File: src/rtl/rail_sequencer.sv
module rail_sequencer #(
  parameter int CLK_HZ   = 100_000_000,
  parameter int DELAY_MS = 190
) (
  input  logic       clk,
  input  logic       rst_n,
  input  logic [3:0] rail_ok,
  output logic [2:0] rail_en,
  output logic       pwr_good
);
  localparam int DLY_CYC = (CLK_HZ / 1000) * DELAY_MS;
  localparam int CW      = (DLY_CYC > 1) ? $clog2(DLY_CYC + 1) : 1;
  localparam logic [CW-1:0] LAST = CW'(DLY_CYC - 1);

  typedef enum logic [2:0] {S_WAIT, S_ST1, S_ST2, S_ST3, S_GOOD} st_t;

  st_t           st, nxt;
  logic [3:0]    meta, sync;
  logic [CW-1:0] cnt;

  always_ff @(posedge clk or negedge rst_n)
    if (!rst_n) begin
      meta <= '0;
      sync <= '0;
    end else begin
      meta <= rail_ok;
      sync <= meta;
    end

  always_comb begin
    nxt = st;
    case (st)
      S_WAIT: if (cnt == LAST) nxt = S_ST1;
      S_ST1:  if (sync[1]) nxt = S_ST2;
      S_ST2:  if (sync[2]) nxt = S_ST3;
      S_ST3:  if (&sync) nxt = S_GOOD;
      S_GOOD: if (!(&sync)) nxt = S_ST3;
      default: nxt = S_WAIT;
    endcase
    if (!sync[0]) nxt = S_WAIT;
  end

  always_ff @(posedge clk or negedge rst_n)
    if (!rst_n) begin
      st  <= S_WAIT;
      cnt <= '0;
    end else begin
      st <= nxt;
      if (st != S_WAIT || !sync[0]) cnt <= '0;
      else if (cnt != LAST) cnt <= cnt + 1'b1;
    end

  assign rail_en[0] = (st != S_WAIT);
  assign rail_en[1] = (st == S_ST2) || (st == S_ST3) || (st == S_GOOD);
  assign rail_en[2] = (st == S_ST3) || (st == S_GOOD);
  assign pwr_good   = (st == S_GOOD);

  assert_en1_after_delay_R2: assert property (@(posedge clk) disable iff (!rst_n)
    $rose(rail_en[0]) |-> ($past(cnt) == LAST && $past(sync[0])));

  assert_pg_needs_all_R5: assert property (@(posedge clk) disable iff (!rst_n)
    $rose(pwr_good) |-> $past(&sync));

  assert_hold_enables_R6: assert property (@(posedge clk) disable iff (!rst_n)
    (pwr_good && sync[0] && !(&sync)) |=> (rail_en == 3'b111 && !pwr_good));

  assert_first_loss_R7: assert property (@(posedge clk) disable iff (!rst_n)
    !sync[0] |=> (rail_en == 3'b000 && !pwr_good));

  assert_count_clear_R8: assert property (@(posedge clk) disable iff (!rst_n)
    (!rail_en[0] && !sync[0]) |=> (cnt == '0));

  assert_nested_R9: assert property (@(posedge clk) disable iff (!rst_n)
    (!pwr_good || rail_en[2]) && (!rail_en[2] || rail_en[1]) && (!rail_en[1] || rail_en[0]));
endmodule

File: config.mk
export PLATFORM = sky130hd
export DESIGN_NAME = rail_sequencer
export DESIGN_NICKNAME = d
export VERILOG_FILES = /design/src/rtl/rail_sequencer.sv
export SDC_FILE = /design/constraint.sdc
export NUM_CORES = 1
export LEC_CHECK = 0
export BUFFER_PORTS_ARGS = -buffer_cell sky130_fd_sc_hd__buf_2
export CORE_MARGIN = 2
export CORE_UTILIZATION = 60
export DETAILED_ROUTE_END_ITERATION = 6
export GPL_ROUTABILITY_DRIVEN = 0
export PLACE_DENSITY = 0.77
export SLEW_MARGIN = 0
export SYNTH_ARGS = -nofsm -noshare
export SYNTH_HDL_FRONTEND = slang
export SYNTH_SLANG_ARGS = --single-unit
File: constraint.sdc
create_clock -name clk -period 2.4 [get_ports clk]
set_input_delay 0.48 -clock clk [delete_from_list [all_inputs] [get_ports clk]]
set_output_delay 0.48 -clock clk [all_outputs]
set_load 0.005 [all_outputs]
# Word-level counts from Yosys, hierarchy flattened
# Index checks and enable logic that the tools add are counted.
# word_totals
input_bits,6
register_bits,36
elab_cells,35
out_inout_bits,4
# classes
n_eq_ne,11
add_sub_neg,1
reduce_logical,10
mux,9
# ops
cell,n
25-bit two-way mux,2
"25-bit by 1-bit adder with 25-bit output, second input constant",1
"25-bit equality test, second input constant",1
"25-bit inequality test, second input constant",1
3-bit two-way mux,6
"3-bit inequality test, second input constant",5
3-bit one-hot mux with 5 select lines,1
"3-bit by 2-bit equality test with 1-bit output, second input constant",2
5-bit AND reduction,1
1-bit logical OR,4
4-bit AND reduction,1
"3-bit by 1-bit equality test with 1-bit output, second input constant",1
"3-bit equality test, second input constant",1
3-bit logical NOT,1
3-bit nonzero test,1
2-bit nonzero test,1
1-bit logical NOT,1

# Depth between registers and ports, before layout
# depth
ltp_word,4
depth_mapped,6
mapped_depth_nobuf,5

# Worst setup path after synthesis
# No wires, ideal clock.
# synth_path
kind,flip-flop to flip-flop
start,register cnt[0]
end,register cnt[20]
t_arrival_ps,1934
setup_time_ps,78
path_stages_with_launch,7
slack_ps,388
path_buffers,1
synth_period_minus_slack_ps,2012
required_time_ps,2322
cell_sequence,dfrtp_1 -> ha_1 -> inv_1 -> or4_1 -> clkbuf_2 -> or4_1 -> a21oi_1
# synth_between
elab_chain_cells,3
word_cells_on_any_way,5
cone_classes,1 x add/sub; 1 x eq/ne; 2 x mux; 1 x reduce/logical
# synth_lines
item,line_no,rtl
"start, declared",19,logic [CW-1:0] cnt;
"start signal, assigned",50,else if (cnt != LAST) cnt <= cnt + 1'b1;
25-bit by 1-bit adder with 25-bit output,50,
25-bit two-way mux,50,
25-bit two-way mux,49,if (st != S_WAIT || !sync[0]) cnt <= '0;
# Parallel ways exist; a longest one is shown, timed or not. The select of a mux whose other input is x is not followed.
# A chain may end at the register's enable or synchronous reset.

# Worst setup path in the final report
# Ends and elaborated chain as after synthesis.

==> metrics.csv <==
metric,value,unit
largest area contributor in the netlist,dfrtp_1,
crit end category,register,
CP cell instances,"ha_1, inv_1, or4_1, or4_1, a21oi_1",
part of the Yosys area used for sequential elements,48.1,%
Rows,20,
Netlist cell types,44,
initial antenna violation count,0,
I/O pin cnt,10,
die width,59.9,µm
post-route ant nets,0,
"Cell Area, Synth",1870,µm²
total CTS buffers,5,
slew of the pin with the lowest slew margin,0.781,ns
CTS sink cnt,36,
WL final,3680,µm
Worst setup SP type,register,
Critical Path RT,2.68,ns
Area Growth Syn to Fin,6.75,%
CTS tree,yes,
DIE HEIGHT,59.9,µm
drt drc,0,
HPWL Detailed,2660,µm
MaxCap Viol Count,0,
Seq cells post-synth,36,
Final Hold Fails,0,
Final period util,91.8,%
slowest cell delay on critical path,0.68,ns
total negative slack,0,ns
clk_skew,0.00820,ns
Worst Path Arrival,2.48,ns
DR iter-0 viols,83,
Pwr Density,498,nW/µm²
Pwr Total,995,µW
Hold Crit Class,in2async,
Routed wire per std cell,15.3,µm
"most common cell after layout, fill and taps aside",dfrtp_1,
global-route wire length before repair,6290,µm
DR vias/cell,6.46,
average size of a mapped cell,9.41,µm²
vias in the first global route,1388,
grt ovf,0,
hold buffers post-CTS,0,
crit path kind,reg2reg,
clock latency on the worst-skew pair,0.35,ns
Synth top area share,48.1,%
"Slowest-stage cell, CP",or4_1,
via count,1557,
Main synth FF type,dfrtp_1,
Clock transition at path regs,0.12,ns
largest net degree at the start of global routing,37,
worst-path fanout max,9,
Slew headroom,47.9,%
initial core utilization,62.3,%
cts repair resizes,0,
Worst IR Drop VDD,0.453,mV
number of enable flip-flop cells after synthesis,0,
cell leakage power,0.000848,µW
share of cells above drive strength 1,12.5,%
post-synth net total,206,
die area,3580,µm²
GR Util All Layers,24.0,%
CTS max path bufs,2,
asr flop ratio synth,100,%
fin crit period,2.20,ns
antenna fix cells,0,
CP most frequent cell,or4_1,
Syn. warnings,0,
clock root cell,clkbuf_4,
Slew Limit Fails,0,
outcome,finished clean,
achievable frequency,0.454,GHz
H-tree levels,2,
Pre-antenna DRT Iters,4,
core area,3000,µm²
cell count after synthesis,199,
ranking of synthesized cells by area,"dfrtp_1 48%, a21oi_1 4.5%, nand2_1 4.0%",
count of input and output buffers,9,
post-CTS setup buffers,0,
"commonest cells after routing, fill and taps aside","36 x dfrtp_1, 20 x nand2_1, 17 x a21oi_1",
Final nets,214,
RSZ-0062 raised after global routing,false,
final setup fails,0,
## worst max-delay path: cells and delay by family (launching register included)
kind / cells / cell delay (ns)
AND/OR/NAND/NOR: 2 / 1.20
buffers and inverters: 1 / 0.11
adder cells (fa/ha/maj): 1 / 0.27
flip-flops: 1 / 0.41
AO/OA/AOI/OAI: 1 / 0.15
## Yosys cell counts (3+ instances only)
cell	n
dfrtp_1	36
nand2_1	20
a21oi_1	17
nor2_1	10
clkbuf_1	9
nand4_1	9
o21ai_0	9
or4_1	9
nand3_1	8
or3_1	7
inv_1	6
o31ai_1	5
nor3_1	4
xor2_1	4
and4_1	3
mux2i_1	3
nand2b_1	3
nor4_1	3
## where the power goes
part	total [µW]	internal, µW	switching, µW
sequential	626	617	8.64
combinational	42.4	12.5	29.8
clock	327	115	212
## per-layer routing
| layer | track usage, % | vias to the layer above | wire length [µm] |
|---|---|---|---|
| met1 | 32.3 | 753 | 1670 |
| li1 | - | 756 | - |
| met2 | 36.8 | 43 | 1770 |
| met4 | 10.2 | 0 | 49 |
| met5 | 0 | - | 0 |
| met3 | 6.06 | 5 | 186 |
## cells by family (layout without fill, tap and decap cells)
family	Yosys count	in the layout	synth area share, %
DFF	36	36	48.1
muxes	3	3	1.60
buffers and inverters	17	26	3.54
AOI/OAI and AO/OA	43	43	14.4
and+or+nand+nor	93	93	28.8
adders and majority gates	1	1	0.668
xor gates and xnor gates	6	6	2.81
## layout make-up
cell class	instances	area, µm²
well taps	33	41.3
repair buffers	12	67.6
flip-flops and latches	36	901
fillers	247	1000
clock inverters	3	23.8
multi-input cells	146	905
clock buffers	5	37.5
inverters	6	22.5
## worst paths after layout
path	startpoint	endpoint	slack [ns]	depth (start not counted)
worst min register to register	meta[0]$_DFF_PN0_	sync[0]$_DFF_PN0_	0.36	0
worst max register to register	cnt[0]$_DFFE_PN0P_	cnt[20]$_DFFE_PN0P_	0.20	5
worst min-delay path	rst_n	st[2]$_DFFE_PN0P_	0.19	1
worst max-delay path	cnt[0]$_DFFE_PN0P_	cnt[20]$_DFFE_PN0P_	0.20	5
max in group asynchronous	rst_n	cnt[12]$_DFFE_PN0P_	1.71	1
min in group clk	rail_ok[3]	meta[3]$_DFF_PN0_	0.23	1
## state kept, by name (all words and copies together), names as in the netlist
| register | cells |
|---|---|
| sync | 4 |
| meta | 4 |
| st | 3 |
| cnt | 25 |
## stage by stage
step	util (%)	worst slack [ns]	cells	hold WS [ns]	cell area (µm²)
global route	66.5	0.0775	241	0.201	2000
global placement	64.5	0.281	233	0.333	1940
CTS	66.5	0.205	241	0.199	2000
detailed placement	64.5	0.223	233	0.340	1940
finish	66.5	0.196	241	0.193	2000
floorplan	-	0.388	199	0.184	1870
No activity file was read; power rests on OpenSTA's default activity.
